<file path="config.mk">
export PLATFORM = sky130hd
export DESIGN_NAME = byte_xfer_seq
export DESIGN_NICKNAME = d
export VERILOG_FILES = /design/src/rtl/byte_xfer_seq.sv
export SDC_FILE = /design/constraint.sdc
export NUM_CORES = 1
export LEC_CHECK = 0
export ABC_AREA = 1
export CORE_ASPECT_RATIO = 1.2
export CORE_UTILIZATION = 49
export CTS_CLUSTER_SIZE = 16
export DETAILED_ROUTE_END_ITERATION = 16
export PLACE_DENSITY = 0.89
export SYNTH_ARGS = -nofsm -noshare
export SYNTH_HDL_FRONTEND = slang
export SYNTH_SLANG_ARGS = --single-unit
</file>
<file path="constraint.sdc">
create_clock -name clk -period 2.6 [get_ports clk]
set_input_delay 0.52 -clock clk [delete_from_list [all_inputs] [get_ports clk]]
set_output_delay 0.52 -clock clk [all_outputs]
set_load 0.005 [all_outputs]
</file>
<file path="src/rtl/byte_xfer_seq.sv">
module byte_xfer_seq #(
  parameter int CNT_W = 16,
  parameter int DEPTH = 4
) (
  input  logic                       clk,
  input  logic                       rst_n,
  input  logic                       ctl_we,
  input  logic [15:0]                ctl_wdata,
  output logic [15:0]                ctl_q,
  input  logic                       cnt_we,
  input  logic [CNT_W-1:0]           cnt_wdata,
  output logic [CNT_W-1:0]           cnt_q,
  input  logic [6:0]                 slave_addr,
  input  logic                       buf_push,
  input  logic [7:0]                 buf_wdata,
  input  logic                       buf_pop,
  output logic [7:0]                 buf_rdata,
  output logic [$clog2(DEPTH+1)-1:0] buf_level,
  output logic                       eng_valid,
  output logic [1:0]                 eng_op,
  output logic [7:0]                 eng_data,
  input  logic                       eng_done,
  input  logic                       eng_ack,
  input  logic [7:0]                 eng_rdata,
  output logic                       access_ready,
  output logic                       no_ack,
  output logic                       tx_ready,
  output logic                       rx_ready,
  input  logic                       ardy_clr,
  input  logic                       nack_clr
);
  // DEPTH must be a power of two so the pointers wrap naturally
  localparam int LW = $clog2(DEPTH + 1);
  localparam int PW = $clog2(DEPTH);
  localparam logic [LW-1:0] FULL_LVL = LW'(DEPTH);
  localparam logic [15:0] CTL_MASK = 16'hCF87;
  localparam logic [1:0] OP_START = 2'd0, OP_SEND = 2'd1, OP_RECV = 2'd2, OP_END = 2'd3;

  typedef enum logic [2:0] {S_IDLE, S_ADDR, S_RUN, S_XFER, S_FIN} st_t;
  st_t state;

  logic [CNT_W-1:0] cnt_prog, cnt_cur;
  logic [7:0]       mem [DEPTH];
  logic [PW-1:0]    wp, rp;
  logic [LW-1:0]    lvl;
  logic [15:0]      ctl_nx;

  wire trx = ctl_q[9];
  wire rpt = ctl_q[2];
  wire stp = ctl_q[1];
  wire full  = (lvl == FULL_LVL);
  wire empty = (lvl == '0);
  wire cnt_zero = (cnt_cur == '0);

  wire addr_done = (state == S_ADDR) && eng_done;
  wire addr_nak  = addr_done && !eng_ack;
  wire xfer_done = (state == S_XFER) && eng_done;
  wire eng_push  = xfer_done && (eng_op == OP_RECV);
  wire eng_pop   = xfer_done && (eng_op == OP_SEND);
  wire data_nak  = eng_pop && !eng_ack;
  wire fin_done  = (state == S_FIN) && eng_done;

  wire do_push = trx ? (buf_push && !full) : eng_push;
  wire do_pop  = trx ? eng_pop : (buf_pop && !empty);
  wire [7:0] push_byte = trx ? buf_wdata : eng_rdata;

  logic issue_send, issue_recv, go_fin, expire;
  always_comb begin
    issue_send = 1'b0;
    issue_recv = 1'b0;
    go_fin     = 1'b0;
    expire     = 1'b0;
    if (state == S_RUN) begin
      if (rpt) begin
        if (stp)      go_fin = 1'b1;
        else if (trx) issue_send = !empty;
        else          issue_recv = !full;
      end else if (cnt_zero) begin
        expire = 1'b1;
        go_fin = stp;
      end else if (trx) issue_send = !empty;
      else              issue_recv = !full;
    end
  end

  always_ff @(posedge clk or negedge rst_n) begin
    if (!rst_n) begin
      state    <= S_IDLE;
      eng_op   <= OP_START;
      eng_data <= '0;
    end else begin
      case (state)
        S_IDLE: if (ctl_q[15] && ctl_q[10] && ctl_q[0]) begin
          state    <= S_ADDR;
          eng_op   <= OP_START;
          eng_data <= {slave_addr, !trx};
        end
        S_ADDR: if (eng_done) begin
          if (!eng_ack) begin
            state  <= S_FIN;
            eng_op <= OP_END;
          end else state <= S_RUN;
        end
        S_RUN: begin
          if (issue_send) begin
            state    <= S_XFER;
            eng_op   <= OP_SEND;
            eng_data <= mem[rp];
          end else if (issue_recv) begin
            state    <= S_XFER;
            eng_op   <= OP_RECV;
            eng_data <= '0;
          end else if (go_fin) begin
            state  <= S_FIN;
            eng_op <= OP_END;
          end else if (expire) state <= S_IDLE;
        end
        S_XFER: if (eng_done) begin
          if (data_nak) begin
            state  <= S_FIN;
            eng_op <= OP_END;
          end else state <= S_RUN;
        end
        S_FIN:  if (eng_done) state <= S_IDLE;
        default: state <= S_IDLE;
      endcase
    end
  end

  assign eng_valid = (state == S_ADDR) || (state == S_XFER) || (state == S_FIN);

  always_comb begin
    ctl_nx = ctl_we ? (ctl_wdata & CTL_MASK) : ctl_q;
    if (addr_done) ctl_nx[0] = 1'b0;
    if (addr_nak || data_nak || go_fin) ctl_nx[1] = 1'b0;
    if (addr_nak || data_nak || go_fin || expire) ctl_nx[10] = 1'b0;
  end

  always_ff @(posedge clk or negedge rst_n) begin
    if (!rst_n) begin
      ctl_q        <= '0;
      cnt_prog     <= '0;
      cnt_cur      <= '0;
      access_ready <= 1'b0;
      no_ack       <= 1'b0;
    end else begin
      ctl_q <= ctl_nx;
      if (cnt_we) cnt_prog <= cnt_wdata;
      if (addr_done || fin_done)  cnt_cur <= cnt_prog;
      else if (xfer_done && !rpt) cnt_cur <= cnt_cur - 1'b1;
      if (expire)        access_ready <= 1'b1;
      else if (ardy_clr) access_ready <= 1'b0;
      if (addr_nak || data_nak) no_ack <= 1'b1;
      else if (nack_clr)        no_ack <= 1'b0;
    end
  end

  always_ff @(posedge clk or negedge rst_n) begin
    if (!rst_n) begin
      wp  <= '0;
      rp  <= '0;
      lvl <= '0;
    end else begin
      if (do_push) begin
        mem[wp] <= push_byte;
        wp      <= wp + 1'b1;
      end
      if (do_pop) rp <= rp + 1'b1;
      if (do_push && !do_pop)      lvl <= lvl + 1'b1;
      else if (do_pop && !do_push) lvl <= lvl - 1'b1;
    end
  end

  assign buf_rdata = mem[rp];
  assign buf_level = lvl;
  assign cnt_q     = cnt_cur;
  assign tx_ready  = trx && ((state == S_RUN) || (state == S_XFER)) && (rpt || !cnt_zero);
  assign rx_ready  = !trx && !empty;

  assert_hold_R11: assert property (@(posedge clk) disable iff (!rst_n)
    eng_valid && !eng_done |=> eng_valid && $stable(eng_op) && $stable(eng_data));
  assert_send_dir_R5: assert property (@(posedge clk) disable iff (!rst_n)
    eng_valid && eng_op == OP_SEND |-> ctl_q[9]);
  assert_level_bound_R6: assert property (@(posedge clk) disable iff (!rst_n)
    buf_level <= FULL_LVL);
  assert_ardy_drops_master_R7: assert property (@(posedge clk) disable iff (!rst_n)
    $rose(access_ready) |-> !ctl_q[10]);
  assert_nak_ends_R9: assert property (@(posedge clk) disable iff (!rst_n)
    eng_valid && eng_op == OP_SEND && eng_done && !eng_ack |=> no_ack && eng_valid && eng_op == OP_END);
  assert_repeat_count_R10: assert property (@(posedge clk) disable iff (!rst_n)
    eng_valid && eng_done && eng_op != OP_START && eng_op != OP_END && ctl_q[2] |=> $stable(cnt_q));
endmodule

</file>
==> results of run 1 <==
[layout by cell type, fill, tap and decap left out, types with 6 or more instances in the layout]
cell and count:
xor2_1 11, nand2_1 172, ha_1 7, nor2_1 40, clkdlybuf4s50_1 108, clkbuf_8 9, o221ai_1 8, edfxtp_1 32
buf_4 16, o22ai_1 8, a21oi_1 10, dfrtp_1 61, nand3_1 12, xnor2_1 6, o21ai_0 38, inv_1 42
conb_1 6
[cell families (layout without fill, tap and decap cells)]
| group | count (synthesis) | count (layout) | synth area share |
|---|---|---|---|
| AOI/OAI and AO/OA | 76 | 76 | 0.100 |
| xor gates and xnor gates | 17 | 17 | 0.0320 |
| adders and majority gates | 8 | 8 | 0.0231 |
| buffers and inverters | 67 | 191 | 0.0627 |
| DFF | 96 | 96 | 0.551 |
| muxes | 5 | 5 | 0.0118 |
| other | 1 | 7 | 0.000806 |
| and+or+nand+nor | 248 | 248 | 0.218 |
[how the worst max path moves through the flow]
stage,startpoint,end,slack (ns),cells past startpoint
6_report,rp[0]$_DFFE_PN0P_,buf_rdata[7],0.05,4
4_1_cts,cnt_q[6]$_DFFE_PN0P_,tx_ready,0.01,7
3_3_place_gp,eng_done,buf_level[2]$_DFFE_PN0P_,-0.14,11
5_1_grt,rp[0]$_DFFE_PN0P_,buf_rdata[5],0.004,4
3_5_place_dp,eng_done,buf_level[2]$_DFFE_PN0P_,-0.16,11
2_1_floorplan,ctl_q[9]$_DFFE_PN0P_,buf_level[2]$_DFFE_PN0P_,0.33,10
[final cells by class]
type	instances	area share
well taps	120	0.0242
clock inverters	7	0.0151
multi-input cells	360	0.299
clock buffers	9	0.0199
diodes	1	0.000403
repair buffers	126	0.196
flip-flops and latches	96	0.413
inverters	49	0.0316
[synth_stat cells (all sizes together)]
cell	n	area share
nand2	175	0.14
dfrtp	64	0.34
inv	48	0.039
nor2	47	0.039
o21ai	38	0.041
edfxtp	32	0.21
nand3	13	0.015
buf	11	0.016
xor2	11	0.021
a21oi	10	0.011
o22ai	10	0.013
o221ai	8	0.015
clkbuf	7	0.0057
ha	7	0.019
nor3	7	0.012
o211ai	6	0.011
xnor2	6	0.011
mux2	4	0.0097
nand4	4	0.0054
nor4	2	0.0027
a21o	1	0.0016
a31oi	1	0.0013
clkinv	1	0.0019
conb	1	0.00081
fa	1	0.0043
mux2i	1	0.0022
o21bai	1	0.0016
o31ai	1	0.0046
[flip-flops by register name, summed over array words and instances (netlist names), 3 cells and up]
| signal | flops |
|---|---|
| buf_level | 3 |
| cnt_prog | 16 |
| cnt_q | 16 |
| ctl_q | 10 |
| eng_data | 8 |
| mem | 32 |
| state | 3 |
[per-layer routing]
layer | part of all wire | up-vias
met5 | 0 | -
met2 | 0.51 | 189
met4 | 0.029 | 0
met3 | 0.077 | 28
met1 | 0.39 | 1901
li1 | - | 1938
[power by group]
group          switching, mW  internal (mW)  leakage [nW]  total (mW)
logic                   1.43           1.29          1.56        2.72
clock network          0.525          0.542         0.109        1.07
registers              0.400           1.92          1.07        2.32
total                   2.35           3.76          2.74        6.11
[through the flow]
step	power, mW	std cells	instance area (µm²)	setup WS, ns
after detailed placement	4.95	751	5930	-0.158
after global placement	4.83	751	5930	-0.140
after global routing	6.52	767	6210	0.00423
after CTS	6.06	767	6170	0.0117
final	6.11	768	6210	0.0488
after floorplan	3.67	523	4670	0.332
[timing repair]
| action | CTS | global route |
|---|---|---|
| gates resized for setup | 8 | 9 |
| endpoints found under the setup margin | 6 | 4 |
| gates cloned | 0 | 0 |
| pin swaps | 1 | 0 |
| hold endpoints to repair | 0 | 0 |
==> flow_metrics.tcl, run 1 <==
set metrics [dict create \
    setup-tns-final_ns 0 \
    gr-usage-all-layers 0.248 \
    firstDrtPassIters 5 \
    holdWs_ns 0.368 \
    path_cells "buf_4 > o21ai_0 > o22ai_1 > clkdlybuf4s50_1" \
    cts-hold-fix-buffers 0 \
    critical_path.startpoint_type "register" \
    cp_num_buf_inv 2 \
    slew_violations 0 \
    port_buffers 110 \
    max_freq_mhz 392 \
    yosysWarnings 0 \
    num_vias 4056 \
    cellLeakagePower_nw 2.74 \
    die_y_um 109 \
    multi_input_area_um2 1860 \
    finalWirelength_um 11700 \
    seq_area_frac_synth 0.551 \
    antenna_found_initial 0 \
    grt_pass1_vias 4149 \
    core_area_um2 9130 \
    drtAntennaViolNets 0 \
    skew_ns 0.0106 \
    grt_util_met1 0.289 \
    grt_pass1_wl_um 19000 \
    cts_max_level 3 \
    clk-insertion-delay-late_ns 0.37 \
    cts_buffers 9 \
    fill_cells 680 \
    reg2reg_depth 11 \
    syn2layout_area_growth_pct 33.5 \
    hold_viol 0 \
    worst-path-max-fanout 18 \
    fin_crit_ns 2.55 \
    io_pins 123 \
    dieArea_um2 9890 \
    worst-endpoint-required_ns 2.08 \
    drc 0 \
    pwr_density_cell_nw_per_um2 984 \
    post-cts-setup-buffers 0 \
    rsz0062_at_grt "false" \
    cts.sinks 96 \
    seqCellArea_um2 2570 \
    std_cell_rows 38 \
    worstReg2RegStart "state[2]$_DFFE_PN0P_" \
    gp_congestion 0.929 \
    rr_endpoint "buf_level[2]$_DFFE_PN0P_" \
    grtUsageMet2 0.444 \
    grt.busiest_layer "met2" \
    yosys_register_bits 96 \
    netlist-cell-type-count 37 \
    fin_crit_sh 0.981 \
    layout.nets 715 \
    critPathKind "register to output pin" \
    drtIter0Drc 227 \
    cp_data_arrival_time_ns 2.03 \
    grt-ovfl-total 0 \
    path_delay_family "buffers and inverters" \
    max_slew_margin 0.469 \
    slowest_delay_ns 0.57 \
    crit_path_end_kind "output pin" \
    min_path_type "input port to async pin" \
    grtUsageMet3 0.0481 \
    worstMarginPinSlew_ns 0.797 \
    dp_hpwl_um 8480 \
    start_util 0.509 \
    clk_pin_slew_ns 0.10 \
    cts_tree "yes" \
    final-setup-viol-count 0 \
    vdd_drop_max_uv 588 \
    cp_slowest_cell "clkdlybuf4s50_1" \
    clock_path_buffers 2 \
    status "finished clean" \
    final_core_util 0.680 \
    clockRootBuffer "clkbuf_8" \
    synth_cells 518 \
    wire_per_inst_um 15.3 \
    maxCapViolCount 0 \
    syn_area_um2 4650 \
    via_per_inst 5.28 \
    synth_area_per_cell_um2 8.98 \
    die_x_um 90.9 \
    grt_max_degree 65 \
    drive_gt1_frac 0.0958 \
    reg2reg_slack_ns 0.28 \
]
(Power assumes the default switching activity.)
==> inputs of run 2 (changes only) <==
==> constraint.sdc (replaced) <==
create_clock -name clk -period 2.86 [get_ports clk]
set_input_delay 0.572 -clock clk [delete_from_list [all_inputs] [get_ports clk]]
set_output_delay 0.572 -clock clk [all_outputs]
set_load 0.005 [all_outputs]
==> flow_metrics.tcl, run 2 (synthesis results as in run 1) <==
set metrics [dict create \
    dieArea_um2 9890 \
    worstMarginPinSlew_ns 0.800 \
    pwr_density_cell_nw_per_um2 883 \
    final_core_util 0.674 \
    holdWs_ns 0.407 \
    cts_max_level 3 \
    grt_util_met1 0.298 \
    worst-path-max-fanout 14 \
    grt.busiest_layer "met2" \
    crit_path_end_kind "output pin" \
    skew_ns 0.00579 \
    die_y_um 109 \
    dp_hpwl_um 8590 \
    clockRootBuffer "clkbuf_8" \
    start_util 0.509 \
    cts_buffers 9 \
    fin_crit_sh 0.962 \
    clk-insertion-delay-late_ns 0.38 \
    worstReg2RegStart "state[2]$_DFFE_PN0P_" \
    finalWirelength_um 11900 \
    grt-ovfl-total 0 \
    layout.cells.most_common "nand2_1" \
    critical_path.startpoint_type "register" \
    largest_reg_flops 32 \
    gp_congestion 0.910 \
    wire_per_inst_um 15.5 \
    num_vias 4057 \
    critPathKind "register to output pin" \
    min_path_type "input port to async pin" \
    cts-hold-fix-buffers 0 \
    drive_gt1_frac 0.0849 \
    die_x_um 90.9 \
    clk_pin_slew_ns 0.09 \
    largest-register "mem" \
    maxCapViolCount 0 \
    std_cell_rows 38 \
    rr_endpoint "buf_level[2]$_DFFE_PN0P_" \
    final_cell_mix "172 x nand2_1, 109 x clkdlybuf4s50_1, 64 x dfrtp_1" \
    cellLeakagePower_nw 2.72 \
    grt_pass1_wl_um 19300 \
    grt_max_degree 65 \
    syn2layout_area_growth_pct 32.3 \
    worst-endpoint-required_ns 2.29 \
    reg2reg_depth 11 \
    max_slew_margin 0.467 \
    cts_tree "yes" \
    gr-usage-all-layers 0.253 \
    antenna_found_initial 0 \
    io_pins 123 \
    fin_crit_ns 2.75 \
    grt_pass1_vias 4081 \
    port_buffers 110 \
    drtAntennaViolNets 0 \
    hold_viol 0 \
    endpoint "buf_rdata[3]" \
    clock_path_buffers 2 \
    core_area_um2 9130 \
    drtIter0Drc 304 \
    crit_start "rp[0]$_DFFE_PN0P_" \
    vdd_drop_max_uv 540 \
    reg2reg_slack_ns 0.48 \
    slew_violations 0 \
    via_per_inst 5.28 \
    max_freq_mhz 364 \
    grtUsageMet3 0.0411 \
    cp_data_arrival_time_ns 2.18 \
    final-setup-viol-count 0 \
    drc 0 \
    grtUsageMet2 0.459 \
    layout.nets 716 \
    cts.sinks 96 \
    status "finished clean" \
    firstDrtPassIters 5 \
]
[run 2: cell types whose count changed in the layout (fill, tap and decap cells not counted), sizes merged]
| cell | before | now |
|---|---|---|
| inv | 47 | 50 |
| buf | 17 | 18 |
| bufinv | 2 | 1 |
| dlymetal6s2s | 1 | 0 |
| clkinv | 5 | 3 |
| clkdlybuf4s50 | 108 | 109 |
[run 2: power breakdown]
part	total (mW)	leakage (nW)	switching (mW)	internal [mW]
Clock	0.912	0.0983	0.500	0.412
Combinational	2.41	1.54	1.26	1.15
Sequential	2.11	1.08	0.366	1.74
[run 2: worst min path at each step]
stage                     slack, ns  depth (start not counted)                       end
after floorplan                0.28                          0  access_ready$_DFFE_PN0P_
after global placement         0.46                          2     ctl_q[11]$_DFFE_PN0P_
after detailed placement       0.46                          2      ctl_q[7]$_DFFE_PN0P_
after CTS                      0.43                          2     ctl_q[10]$_DFFE_PN0P_
after global routing           0.48                          2     ctl_q[15]$_DFFE_PN0P_
final                          0.41                          2     ctl_q[10]$_DFFE_PN0P_
[run 2: area by class of cell]
cell class / count / area [µm²]
fillers: 705 / 2980
flip-flops and latches: 96 / 2560
multi-input cells: 360 / 1820
repair buffers: 127 / 1220
inverters: 49 / 193
well taps: 120 / 150
clock buffers: 9 / 124
clock inverters: 7 / 76.3
diodes: 1 / 2.50
[run 2: per-layer routing]
layer / wire length, µm / up-vias
li1: - / 1930
met1: 4740 / 1925
met4: 242 / 0
met5: 0 / -
met3: 848 / 20
met2: 6100 / 182
[run 2: what timing repair did]
action | 4_1_cts | 5_1_grt
setup buffers | 0 | 4
resized for setup | 0 | 4
endpoints found under the setup margin | 0 | 5
[run 2: critical path, stage by stage, from the launching register on]
cell and delay, ns:
dfrtp_1 0.49, buf_4 0.25, o21ai_0 0.12, o22ai_1 0.35
clkdlybuf4s50_1 0.58
[run 2: metrics by stage]
step | setup TNS, ns | total power [mW] | instances | instance area, µm² | setup slack, ns
floorplan | 0 | 3.34 | 523 | 4670 | 0.592
global placement | 0 | 4.37 | 748 | 5910 | 0.0708
detailed placement | 0 | 4.49 | 748 | 5910 | 0.0354
CTS | 0 | 5.42 | 764 | 6110 | 0.0518
global route | -0.0382 | 5.79 | 768 | 6150 | -0.0382
finish | 0 | 5.43 | 769 | 6150 | 0.110
==> inputs of run 3 (changes only) <==
--- a/config.mk
+++ b/config.mk
@@ -7,9 +7,11 @@
 export LEC_CHECK = 0
 export ABC_AREA = 1
 export CORE_ASPECT_RATIO = 1.2
+export CORE_MARGIN = 4
 export CORE_UTILIZATION = 49
 export CTS_CLUSTER_SIZE = 16
 export DETAILED_ROUTE_END_ITERATION = 16
+export HOLD_SLACK_MARGIN = 0.15
 export PLACE_DENSITY = 0.89
 export SYNTH_ARGS = -nofsm -noshare
 export SYNTH_HDL_FRONTEND = slang
==> flow_metrics.tcl, run 3 (synthesis results as in run 1) <==
set metrics [dict create \
    status "finished clean" \
    max_slew_margin 0.456 \
    grt_pass1_vias 4231 \
    skew_ns 0.00483 \
    rsz0062_at_grt "false" \
    grt_pass1_wl_um 19900 \
    min_path_type "input port to async pin" \
    die_y_um 115 \
    final-setup-viol-count 0 \
    core_area_um2 9180 \
    grt_max_degree 65 \
    cts_tree "yes" \
    maxCapViolCount 0 \
    total_power_mw 5.57 \
    clock_path_buffers 2 \
    setup-tns-final_ns 0 \
    std_cell_rows 38 \
    dieArea_um2 11100 \
    via_per_inst 5.30 \
    clockRootBuffer "clkbuf_8" \
    critical_path.startpoint_type "register" \
    path_cells "inv_1 > o21ai_0 > o22ai_1 > clkdlybuf4s50_1" \
    io_pins 123 \
    drc 0 \
    syn2layout_area_growth_pct 32.4 \
    clk-insertion-delay-late_ns 0.37 \
    worst-endpoint-required_ns 2.29 \
    clk_pin_slew_ns 0.09 \
    grt-ovfl-total 0 \
    cts_buffers 9 \
    cp_data_arrival_time_ns 2.17 \
    largest-register "mem" \
    crit_path_end_kind "output pin" \
    dp_hpwl_um 8900 \
    final_cell_mix "172 x nand2_1, 109 x clkdlybuf4s50_1, 64 x dfrtp_1" \
    port_buffers 110 \
    antenna_found_initial 1 \
    gr-usage-all-layers 0.224 \
    largest_reg_flops 32 \
    drive_gt1_frac 0.0761 \
    diodes 0 \
    critPathKind "register to output pin" \
    cts.sinks 96 \
    num_vias 4051 \
    vdd_drop_max_uv 597 \
    start_util 0.507 \
    max_freq_mhz 364 \
    slowest_delay_ns 0.57 \
    drtAntennaViolNets 0 \
    cp_slowest_cell "clkdlybuf4s50_1" \
    fin_crit_sh 0.960 \
    place_inst 748 \
    cts-hold-fix-buffers 0 \
    pwr_density_cell_nw_per_um2 904 \
    cts_max_level 3 \
    drtIter0Drc 211 \
    finalWirelength_um 12000 \
    placed_area_um2 5910 \
    worstMarginPinSlew_ns 0.816 \
    path_delay_family "buffers and inverters" \
    slew_violations 0 \
    cellLeakagePower_nw 2.72 \
    layout.nets 712 \
    gp_congestion 0.922 \
    hold_viol 0 \
    fin_crit_ns 2.75 \
    fill_cells 675 \
    die_x_um 96.9 \
    cp_num_buf_inv 2 \
    worst-path-max-fanout 9 \
    layout.cells.most_common "nand2_1" \
    wire_per_inst_um 15.8 \
    firstDrtPassIters 4 \
    fin_cells 764 \
    stdcell_area_um2 6160 \
]
run 3: worst register-to-register path, cell delays in order, from the launching register on:
cell,delay (ns)
dfrtp_1,0.45
inv_1,0.19
nand2_4,0.10
nor3_4,0.17
inv_1,0.09
o31ai_4,0.19
ha_1,0.18
inv_1,0.07
fa_1,0.38
a21oi_1,0.14
o21ai_0,0.11
xnor2_1,0.13
run 3: area by class of cell:
cell class | instances | area (µm²) | share of cell area
Clock buffer | 10 | 128 | 0.0207
Clock inverter | 6 | 115 | 0.0187
Inverter | 49 | 193 | 0.0313
Multi-Input combinational cell | 360 | 1820 | 0.295
Sequential cell | 96 | 2560 | 0.416
Tap cell | 120 | 150 | 0.0244
Timing Repair Buffer | 123 | 1190 | 0.194
run 3: timing repair:
| action | 4_1_cts | 5_1_grt |
|---|---|---|
| setup buffers | 0 | 0 |
| setup endpoints to repair | 0 | 5 |
| gates resized for setup | 0 | 2 |
run 3: final timing paths:
kind | startpoint | to | slack, ns | cells after the start
max reg2reg | state[2]$_DFFE_PN0P_ | buf_level[2]$_DFFE_PN0P_ | 0.55 | 11
max in group asynchronous | rst_n | state[1]$_DFFE_PN0P_ | 1.90 | 2
max | rp[1]$_DFFE_PN0P_ | buf_rdata[3] | 0.11 | 4
min reg2reg | ctl_q[7]$_DFFE_PN0P_ | ctl_q[7]$_DFFE_PN0P_ | 0.48 | 2
min | rst_n | ctl_q[14]$_DFFE_PN0P_ | 0.42 | 2
min in group clk | ctl_q[7]$_DFFE_PN0P_ | ctl_q[7]$_DFFE_PN0P_ | 0.48 | 2
run 3: per-layer routing:
metal	global-route usage	vias to the layer above	wire length, µm
li1	-	1920	-
met1	0.259	1909	4560
met2	0.386	189	6140
met3	0.0615	31	1010
met4	0.110	2	316
met5	0	-	12
run 3: power breakdown:
group | leakage (nW) | total, mW | switching (mW) | internal, mW
registers | 1.08 | 2.09 | 0.349 | 1.74
logic | 1.53 | 2.41 | 1.27 | 1.15
clock network | 0.117 | 1.06 | 0.478 | 0.586
run 3: metrics by stage:
stage / utilization / hold slack, ns / setup slack, ns
2_1_floorplan: - / 0.276 / 0.592
3_3_place_gp: 0.644 / 0.455 / 0.0918
3_5_place_dp: 0.644 / 0.462 / 0.0592
4_1_cts: 0.671 / 0.458 / 0.0890
5_1_grt: 0.671 / 0.493 / 0.0241
6_report: 0.671 / 0.418 / 0.113
